--- src/rtl/pll_search_pkg.sv ---
package pll_search_pkg;

  localparam int VCO_LO   = 1400000;
  localparam int VCO_HI   = 2800000;
  localparam int DOT_LO   = 20000;
  localparam int DOT_HI   = 400000;
  localparam int P2_SPLIT = 200000;
  localparam int N_FIRST  = 1;
  localparam int N_LAST   = 6;
  localparam int P1_LAST  = 8;

  typedef struct packed {
    logic [7:0] m1_lo;
    logic [7:0] m1_hi;
    logic [7:0] m2_lo;
    logic [7:0] m2_hi;
    logic [7:0] mt_lo;
    logic [7:0] mt_hi;
    logic [3:0] nt_lo;
    logic [3:0] nt_hi;
    logic [6:0] pt_lo;
    logic [6:0] pt_hi;
  } lim_t;

  typedef enum logic [2:0] {
    ST_IDLE, ST_TRIP, ST_VDIV, ST_PCHK, ST_DDIV, ST_FIN
  } st_t;

  function automatic logic [3:0] pick_p2(input logic panel, input logic low);
    if (panel) return low ? 4'd14 : 4'd7;
    return low ? 4'd10 : 4'd5;
  endfunction

endpackage

--- src/rtl/pll_range_sel.sv ---
module pll_range_sel
  import pll_search_pkg::*;
(
  input  logic newgen_i,
  input  logic panel_i,
  output lim_t lim_o
);

  always_comb begin
    lim_o       = '0;
    lim_o.pt_lo = 7'd5;
    lim_o.pt_hi = 7'd80;
    if (newgen_i) begin
      lim_o.m1_lo = 8'd10;  lim_o.m1_hi = 8'd20;
      lim_o.m2_lo = 8'd5;   lim_o.m2_hi = 8'd9;
      lim_o.mt_lo = 8'd70;  lim_o.mt_hi = 8'd120;
      lim_o.nt_lo = 4'd3;   lim_o.nt_hi = 4'd8;
      if (panel_i) begin
        lim_o.pt_lo = 7'd7;
        lim_o.pt_hi = 7'd98;
      end
    end else begin
      lim_o.m1_lo = 8'd16;  lim_o.m1_hi = 8'd24;
      lim_o.m2_lo = 8'd7;   lim_o.m2_hi = 8'd11;
      lim_o.mt_lo = 8'd90;  lim_o.mt_hi = 8'd130;
      lim_o.nt_lo = 4'd4;   lim_o.nt_hi = 4'd8;
      if (panel_i) begin
        lim_o.nt_lo = 4'd3;
        lim_o.mt_lo = 8'd88;
      end
    end
  end

endmodule

--- src/rtl/pll_seq_div.sv ---
module pll_seq_div #(
  parameter int NUM_W = 28,
  parameter int DEN_W = 4
) (
  input  logic             clk,
  input  logic             rst_n,
  input  logic             go_i,
  input  logic [NUM_W-1:0] num_i,
  input  logic [DEN_W-1:0] den_i,
  output logic             done_o,
  output logic [NUM_W-1:0] quo_o
);

  localparam int CNT_W = $clog2(NUM_W + 1);

  logic [NUM_W-1:0] quo_q, quo_d;
  logic [DEN_W-1:0] rem_q, rem_d, den_q, den_d;
  logic [CNT_W-1:0] cnt_q, cnt_d;
  logic             done_q, done_d;
  logic [DEN_W:0]   trial, diff;

  always_comb begin
    quo_d  = quo_q;
    rem_d  = rem_q;
    den_d  = den_q;
    cnt_d  = cnt_q;
    done_d = 1'b0;
    trial  = {rem_q, quo_q[NUM_W-1]};
    diff   = trial - {1'b0, den_q};
    if (go_i) begin
      quo_d = num_i;
      rem_d = '0;
      den_d = den_i;
      cnt_d = CNT_W'(NUM_W);
    end else if (cnt_q != '0) begin
      if (trial >= {1'b0, den_q}) begin
        rem_d = diff[DEN_W-1:0];
        quo_d = {quo_q[NUM_W-2:0], 1'b1};
      end else begin
        rem_d = trial[DEN_W-1:0];
        quo_d = {quo_q[NUM_W-2:0], 1'b0};
      end
      cnt_d  = cnt_q - 1'b1;
      done_d = (cnt_q == CNT_W'(1));
    end
  end

  always_ff @(posedge clk or negedge rst_n) begin
    if (!rst_n) begin
      quo_q  <= '0;
      rem_q  <= '0;
      den_q  <= '0;
      cnt_q  <= '0;
      done_q <= 1'b0;
    end else begin
      quo_q  <= quo_d;
      rem_q  <= rem_d;
      den_q  <= den_d;
      cnt_q  <= cnt_d;
      done_q <= done_d;
    end
  end

  assign done_o = done_q;
  assign quo_o  = quo_q;

  // partial remainder always stays below the divisor
  p_rem_below_den_r1: assert property (@(posedge clk) disable iff (!rst_n)
    (cnt_q != '0) |-> (rem_q < den_q));

  // a division is never started with a zero divisor
  p_den_nonzero_r1: assert property (@(posedge clk) disable iff (!rst_n)
    go_i |-> (den_i != '0));

endmodule

--- src/rtl/pll_div_search.sv ---
module pll_div_search
  import pll_search_pkg::*;
#(
  parameter int REF_W = 20,
  parameter int TGT_W = 20,
  parameter int FLD_W = 8
) (
  input  logic               clk,
  input  logic               rst_n,
  input  logic               start_i,
  input  logic [TGT_W-1:0]   target_i,
  input  logic [REF_W-1:0]   refclk_i,
  input  logic               panel_i,
  input  logic               newgen_i,
  output logic               busy_o,
  output logic               done_o,
  output logic               found_o,
  output logic [FLD_W-1:0]   m1_o,
  output logic [FLD_W-1:0]   m2_o,
  output logic [FLD_W-1:0]   n_o,
  output logic [3:0]         p1_o,
  output logic [3:0]         p2_o,
  output logic [3*FLD_W-1:0] fp_word_o,
  output logic [7:0]         p1_field_o
);

  localparam int MT_W   = 8;
  localparam int NT_W   = 4;
  localparam int PD_W   = 7;
  localparam int PROD_W = REF_W + MT_W;
  localparam int VCO_W  = 22;
  localparam int PW     = PROD_W + NT_W;

  // reset: asynchronous assert, synchronous release
  logic [1:0] rs_q;
  logic       rst_ns;
  always_ff @(posedge clk or negedge rst_n) begin
    if (!rst_n) rs_q <= 2'b00;
    else        rs_q <= {rs_q[0], 1'b1};
  end
  assign rst_ns = rs_q[1];

  st_t              st_q, st_d;
  logic [TGT_W-1:0] tgt_q, tgt_d;
  logic [REF_W-1:0] ref_q, ref_d;
  logic             pan_q, pan_d, gen_q, gen_d;
  logic [3:0]       p2_q, p2_d, p1_c, p1_d, bp1_q, bp1_d;
  logic [7:0]       m1_c, m1_d, m2_c, m2_d, bm1_q, bm1_d, bm2_q, bm2_d;
  logic [2:0]       n_c, n_d, bn_q, bn_d;
  logic [VCO_W-1:0] vco_q, vco_d, berr_q, berr_d;
  logic             found_q, found_d, done_q, done_d;

  lim_t lim_in, lim_q;
  pll_range_sel u_lim_in (.newgen_i(newgen_i), .panel_i(panel_i), .lim_o(lim_in));
  pll_range_sel u_lim_q  (.newgen_i(gen_q),    .panel_i(pan_q),   .lim_o(lim_q));

  logic [MT_W-1:0]   mtot;
  logic [NT_W-1:0]   ntot;
  logic [PD_W-1:0]   ptot, pprod;
  logic [PROD_W-1:0] prod, vquo;
  logic [VCO_W-1:0]  dquo, tgt_x, err;
  logic              vgo, vdone, dgo, ddone;
  logic              trip_ok, p_ok, vco_ok, dot_ok, trip_last;
  logic              step_p1, step_trip;

  assign mtot  = (m1_c + 8'd2) * 8'd5 + m2_c + 8'd2;
  assign ntot  = {1'b0, n_c} + 4'd2;
  assign ptot  = {3'b0, p1_c} + {3'b0, p2_q};
  assign pprod = {3'b0, p1_c} * {3'b0, p2_q};
  assign prod  = PROD_W'(ref_q) * PROD_W'(mtot);
  assign tgt_x = VCO_W'(tgt_q);
  assign err   = (dquo >= tgt_x) ? (dquo - tgt_x) : (tgt_x - dquo);

  pll_seq_div #(.NUM_W(PROD_W), .DEN_W(NT_W)) u_vdiv (
    .clk(clk), .rst_n(rst_ns), .go_i(vgo), .num_i(prod), .den_i(ntot),
    .done_o(vdone), .quo_o(vquo));

  pll_seq_div #(.NUM_W(VCO_W), .DEN_W(PD_W)) u_ddiv (
    .clk(clk), .rst_n(rst_ns), .go_i(dgo), .num_i(vco_q), .den_i(pprod),
    .done_o(ddone), .quo_o(dquo));

  assign trip_ok = (m1_c >= lim_q.m1_lo) && (m1_c <= lim_q.m1_hi) &&
                   (m2_c >= lim_q.m2_lo) && (m2_c <= lim_q.m2_hi) &&
                   (m1_c > m2_c) &&
                   (mtot >= lim_q.mt_lo) && (mtot <= lim_q.mt_hi) &&
                   (ntot >= lim_q.nt_lo) && (ntot <= lim_q.nt_hi);
  assign p_ok    = (p1_c >= 4'd1) && (p1_c <= 4'(P1_LAST)) &&
                   (ptot >= lim_q.pt_lo) && (ptot <= lim_q.pt_hi);
  assign vco_ok  = (vquo >= PROD_W'(VCO_LO)) && (vquo <= PROD_W'(VCO_HI));
  assign dot_ok  = (dquo >= VCO_W'(DOT_LO)) && (dquo <= VCO_W'(DOT_HI));
  assign trip_last = (n_c == 3'(N_LAST)) && (m2_c == lim_q.m2_hi - 8'd1) &&
                     (m1_c == lim_q.m1_hi);

  always_comb begin
    st_d = st_q;   tgt_d = tgt_q; ref_d = ref_q; pan_d = pan_q; gen_d = gen_q;
    p2_d = p2_q;   p1_d = p1_c;   m1_d = m1_c;   m2_d = m2_c;   n_d = n_c;
    vco_d = vco_q; berr_d = berr_q;
    bm1_d = bm1_q; bm2_d = bm2_q; bn_d = bn_q;   bp1_d = bp1_q;
    found_d = found_q; done_d = 1'b0;
    vgo = 1'b0; dgo = 1'b0; step_p1 = 1'b0; step_trip = 1'b0;
    case (st_q)
      ST_IDLE: if (start_i) begin
        tgt_d = target_i;  ref_d = refclk_i;
        pan_d = panel_i;   gen_d = newgen_i;
        p2_d  = pick_p2(panel_i, target_i < TGT_W'(P2_SPLIT));
        m1_d  = lim_in.m1_lo;  m2_d = lim_in.m2_lo;
        n_d   = 3'(N_FIRST);   p1_d = 4'd1;
        berr_d = VCO_W'(target_i);
        bm1_d = '0; bm2_d = '0; bn_d = '0; bp1_d = '0;
        found_d = 1'b0;
        st_d  = ST_TRIP;
      end
      ST_TRIP: begin
        if (trip_ok) begin vgo = 1'b1; st_d = ST_VDIV; end
        else step_trip = 1'b1;
      end
      ST_VDIV: if (vdone) begin
        if (vco_ok) begin
          vco_d = vquo[VCO_W-1:0];
          p1_d  = 4'd1;
          st_d  = ST_PCHK;
        end else step_trip = 1'b1;
      end
      ST_PCHK: begin
        if (p_ok) begin dgo = 1'b1; st_d = ST_DDIV; end
        else step_p1 = 1'b1;
      end
      ST_DDIV: if (ddone) begin
        if (dot_ok && (err < berr_q)) begin
          berr_d = err;
          bm1_d = m1_c; bm2_d = m2_c; bn_d = n_c; bp1_d = p1_c;
        end
        step_p1 = 1'b1;
      end
      ST_FIN: begin
        found_d = (berr_q != tgt_x);
        done_d  = 1'b1;
        st_d    = ST_IDLE;
      end
      default: st_d = ST_IDLE;
    endcase
    if (step_p1) begin
      if (p1_c == 4'(P1_LAST)) step_trip = 1'b1;
      else begin p1_d = p1_c + 4'd1; st_d = ST_PCHK; end
    end
    if (step_trip) begin
      if (trip_last) st_d = ST_FIN;
      else begin
        st_d = ST_TRIP;
        if (n_c != 3'(N_LAST)) n_d = n_c + 3'd1;
        else begin
          n_d = 3'(N_FIRST);
          if (m2_c != lim_q.m2_hi - 8'd1) m2_d = m2_c + 8'd1;
          else begin m2_d = lim_q.m2_lo; m1_d = m1_c + 8'd1; end
        end
      end
    end
  end

  always_ff @(posedge clk or negedge rst_ns) begin
    if (!rst_ns) begin
      st_q <= ST_IDLE; tgt_q <= '0; ref_q <= '0; pan_q <= 1'b0; gen_q <= 1'b0;
      p2_q <= '0; p1_c <= '0; m1_c <= '0; m2_c <= '0; n_c <= '0;
      vco_q <= '0; berr_q <= '0;
      bm1_q <= '0; bm2_q <= '0; bn_q <= '0; bp1_q <= '0;
      found_q <= 1'b0; done_q <= 1'b0;
    end else begin
      st_q <= st_d; tgt_q <= tgt_d; ref_q <= ref_d; pan_q <= pan_d; gen_q <= gen_d;
      p2_q <= p2_d; p1_c <= p1_d; m1_c <= m1_d; m2_c <= m2_d; n_c <= n_d;
      vco_q <= vco_d; berr_q <= berr_d;
      bm1_q <= bm1_d; bm2_q <= bm2_d; bn_q <= bn_d; bp1_q <= bp1_d;
      found_q <= found_d; done_q <= done_d;
    end
  end

  assign busy_o     = (st_q != ST_IDLE);
  assign done_o     = done_q;
  assign found_o    = found_q;
  assign m1_o       = FLD_W'(bm1_q);
  assign m2_o       = FLD_W'(bm2_q);
  assign n_o        = FLD_W'(bn_q);
  assign p1_o       = bp1_q;
  assign p2_o       = p2_q;
  assign fp_word_o  = {FLD_W'(bn_q), FLD_W'(bm1_q), FLD_W'(bm2_q)};
  assign p1_field_o = (bp1_q == 4'd0) ? 8'd0 : (8'd1 << (bp1_q - 4'd1));

  // done is a single-cycle pulse
  p_done_pulse_r9: assert property (@(posedge clk) disable iff (!rst_ns)
    done_o |=> !done_o);

  // results hold while idle and no new search is requested
  p_idle_stable_r9: assert property (@(posedge clk) disable iff (!rst_ns)
    (!busy_o && !start_i) |=> ($stable(fp_word_o) && $stable(found_o) &&
                               $stable(p1_field_o)));

  // the VCO quotient is the floor of ref*M/(n+2)
  p_vco_quot_r1: assert property (@(posedge clk) disable iff (!rst_ns)
    (st_q == ST_VDIV && vdone) |->
      (({NT_W'(0), vquo} * PW'(ntot) <= PW'(prod)) &&
       (PW'(prod) < ({NT_W'(0), vquo} + PW'(1)) * PW'(ntot))));

  // the best error never grows during a sweep
  p_err_mono_r7: assert property (@(posedge clk) disable iff (!rst_ns)
    busy_o |=> (berr_q <= $past(berr_q)));

  // a found result lies inside the captured generation ranges
  p_found_range_r2: assert property (@(posedge clk) disable iff (!rst_ns)
    (done_o && found_o) |->
      ((bm1_q >= lim_q.m1_lo) && (bm1_q <= lim_q.m1_hi) &&
       (bm2_q >= lim_q.m2_lo) && (bm2_q < lim_q.m2_hi) && (bm1_q > bm2_q)));

  // the p1 field is one-hot whenever a result was found
  p_field_onehot_r8: assert property (@(posedge clk) disable iff (!rst_ns)
    done_o |-> (found_o ? $onehot(p1_field_o) : (p1_field_o == 8'd0)));

  // a failed search reports a zero packed word
  p_nf_zero_r7: assert property (@(posedge clk) disable iff (!rst_ns)
    (done_o && !found_o) |-> (fp_word_o == '0));

endmodule

--- config.mk ---
export PLATFORM = sky130hd
export DESIGN_NAME = pll_div_search
export DESIGN_NICKNAME = d
export VERILOG_FILES = /design/src/rtl/pll_search_pkg.sv /design/src/rtl/pll_range_sel.sv /design/src/rtl/pll_seq_div.sv /design/src/rtl/pll_div_search.sv
export SDC_FILE = /design/constraint.sdc
export NUM_CORES = 1
export LEC_CHECK = 0
export ABC_AREA = 1
export BUFFER_PORTS_ARGS = -buffer_cell sky130_fd_sc_hd__buf_2
export CAP_MARGIN = 10
export CORE_MARGIN = 1.5
export CORE_UTILIZATION = 43
export DETAILED_ROUTE_END_ITERATION = 12
export HOLD_SLACK_MARGIN = 0.12
export SLEW_MARGIN = 5
export SYNTH_ARGS = -nofsm -noshare
export SYNTH_HDL_FRONTEND = slang
export SYNTH_SLANG_ARGS = --single-unit
--- constraint.sdc ---
create_clock -name clk -period 7.6 [get_ports clk]
set_clock_uncertainty 0.05 [all_clocks]
set_input_delay 0.76 -clock clk [delete_from_list [all_inputs] [get_ports clk]]
set_output_delay 0.76 -clock clk [all_outputs]
set_load 0.01 [all_outputs]
==> metrics.csv <==
metric,value,unit
drtIter0Drc,1589,
ant_nets,0,
status,"finished, violations left",
fmax,142,MHz
r2r_cells,34,
port_buffers,101,
htreeDepth,1,
wire_per_inst,15.9,um
core-area,52800,um^2
cp-end-kind,flip-flop,
gp_congestion,0.991,
cts_tree,done,
cts.sinks,227,
fp.dieH,234,um
ys.flop_type,dfrtp_1,
synth_edf_count,0,
clock_power_share,52.0,%
cts-root-buf,clkbuf_16,
rows,84,
min_period_over_period,92.6,%
synthTopCellsByCount,"nand2_1, inv_1, nor2_1",
finalPower,2630,uW
drv_cap,0,
power.density,105,nW/um^2
worstSetupPathType,reg -> reg,
tightest_slew,1.00,ns
clk_pin_slew,0.08,ns
p_int,2010,uW
r2r_slack,0.56,ns
start_util,43.6,%
slew_viol_final,0,
period_needed,7.04,ns
syn_inst,3405,
synth_top_area_cell,dfrtp_1,
grtUsageTotal,24.8,%
ir_drop,0.000166,V
area_growth,8.57,%
finalSetupTns,0,ns
worstPathMaxFanout,15,
switching_power,613,uW
grt_pass1_vias,19800,
fin_nets,3813,
seq_power_share,46.2,%
viasPerCell,5.09,
crit_top_cell,nand2_1,
grt_max_degree,76,
dr.pass1.iters,9,
yosysTopAreaCellShare,24.7,%
die_area,54900,um^2
finalHoldViolations,0,
cts_made_buffers,28,
vias,21200,
arrival,7.46,ns
synth.most_common_cell,nand2_1,
maxSlewHeadroom,33.3,%
yosysUniqueCellTypes,52,
overflow,0,
synthArstFlopShare,100,%
yosys_warnings,0,
placed_area,24000,um^2
r2r-end,u_vdiv.quo_o[15]$_DFFE_PN0P_,
avgSynthCellArea,6.76,um^2
violations,design-rule violations,
p_comb_share,1.9,%
r2r-start,m1_c[1]$_DFF_PN0_,
worstSkewPairLatency,0.60,ns
cp-start-kind,flip-flop,
grt_first_pass_wirelength,107000,um
routed_wl,66400,um
cpMaxStageDelayCell,fa_1,
critical_path_required,8.02,ns
power_leakage,0.0137,uW
grt_antenna_before_repair,0,
dp_hpwl,52500,um
stdcell_area,25000,um^2
die-width,234,um
hold_class,reg -> async,
swShare,23.3,%
diodes,0,
synth_seq_cells,227,
synthTopCellsByArea,"dfrtp_1, nand2_1, fa_1",
synth_area,23000,um^2
drc,10,
io_pins,112,
nFillCells,5523,
setup-violations-final,0,
yosysSeqAreaShare,24.7,%
clock_path_buffers,3,
max_stage_delay,0.54,ns
rsz0062_at_grt,no,
drive_gt1_share,6.27,%
==> timing repair <==
| item | 4_1_cts | 5_1_grt |
|---|---|---|
| resized for setup | 0 | 4 |
| buffers inserted | 0 | 4 |
| hold endpoints to repair | 2 | 0 |
| setup endpoints to repair | 0 | 18 |
| hold buffers | 1 | 0 |
==> cell usage in the layout, fill, tap and decap left out, types with 65 or more instances in the layout <==
master | Yosys | routed
dfrtp_1 | 227 | 225
nand3_1 | 186 | 186
inv_1 | 567 | 564
buf_2 | 22 | 101
nand4_1 | 65 | 65
a21oi_1 | 90 | 90
o21ai_0 | 165 | 165
nand2_1 | 1163 | 1162
fa_1 | 124 | 124
ha_1 | 188 | 187
nor2_1 | 273 | 271
==> critical path, delay by kind of cell, from the launching register on <==
| family | cells | cell delay [ns] |
|---|---|---|
| AOI/OAI and AO/OA | 2 | 0.40 |
| and+or+nand+nor | 12 | 1.13 |
| adders and majority gates | 9 | 3.82 |
| buffers and inverters | 9 | 0.68 |
| xor gates and xnor gates | 2 | 0.37 |
| DFF | 1 | 0.44 |
==> sequential cells by signal (all words and copies together), names as in the netlist, 3 cells and up <==
signal / count
berr_q: 22
bn_q: 3
m1_c: 8
m1_o: 8
m2_c: 8
m2_o: 8
n_c: 3
p1_c: 4
p1_o: 4
p2_o: 4
ref_q: 20
st_q: 3
tgt_q: 20
u_ddiv.cnt_q: 5
u_ddiv.den_q: 7
u_ddiv.quo_o: 22
u_ddiv.rem_q: 7
u_vdiv.cnt_q: 5
u_vdiv.den_q: 4
u_vdiv.quo_o: 28
u_vdiv.rem_q: 4
vco_q: 22
==> worst max-delay path by stage <==
| stage | end | slack, ns | startpoint |
|---|---|---|---|
| after floorplan | berr_q[0]$_DFFE_PN0P_ | 0.76 | rs_q[1]$_DFF_PN0_ |
| after global placement | u_vdiv.quo_o[14]$_DFFE_PN0P_ | 0.41 | m1_c[2]$_DFF_PN0_ |
| after detailed placement | u_vdiv.quo_o[15]$_DFFE_PN0P_ | 0.33 | m1_c[2]$_DFF_PN0_ |
| after CTS | u_vdiv.quo_o[14]$_DFFE_PN0P_ | 0.31 | m1_c[2]$_DFF_PN0_ |
| after global routing | u_vdiv.quo_o[22]$_DFFE_PN0P_ | 0.004 | m1_c[1]$_DFF_PN0_ |
| final | u_vdiv.quo_o[15]$_DFFE_PN0P_ | 0.56 | m1_c[1]$_DFF_PN0_ |
==> metrics by stage <==
step | instances | worst slack (ns) | utilization, % | hold WS (ns)
global placement | 4109 | 0.405 | 45.5 | 0.283
finish | 4165 | 0.562 | 47.4 | 0.234
detailed placement | 4109 | 0.334 | 45.5 | 0.279
floorplan | 3414 | 0.756 | - | 0.281
CTS | 4161 | 0.315 | 47.3 | 0.270
global route | 4165 | 0.00403 | 47.4 | 0.294
==> layout make-up <==
type | count | area (um^2) | share of cell area [%]
Inverter | 582 | 2190 | 8.77
Clock inverter | 13 | 138 | 0.551
Multi-Input combinational cell | 2485 | 14600 | 58.3
Clock buffer | 38 | 788 | 3.15
Sequential cell | 227 | 5690 | 22.7
Timing Repair Buffer | 132 | 753 | 3.01
Tap cell | 688 | 861 | 3.44
==> cell families (layout without fill, tap and decap cells) <==
family	after synthesis	in the layout	synth area share [%]
mux	1	1	0.0435
simple gates	1755	1755	31.1
xor+xnor	65	65	2.55
flops	227	227	24.7
fa+ha+maj	312	312	21.0
compound gates	341	341	8.35
other cells	2	11	0.0326
buf+inv	702	765	12.2
==> power by group through the flow <==
| stage | Sequential [uW] | Clock, uW | Combinational, uW |
|---|---|---|---|
| detailed placement | 1240 | 0 | 50.0 |
| global route | 1210 | 1450 | 55.9 |
| finish | 1210 | 1370 | 48.7 |
| global placement | 1240 | 0 | 49.8 |
| CTS | 1210 | 1400 | 50.7 |
| floorplan | 1250 | 0 | 12.7 |
==> per-layer routing <==
layer	part of all wire (%)	GRT usage (%)	up-vias
li1	-	-	10600
met1	46	34.3	9952
met2	45	40.1	492
met3	5.7	3.66	95
met4	2.9	7.05	0
met5	0	0	-
Power figures use the tool's default switching activity.
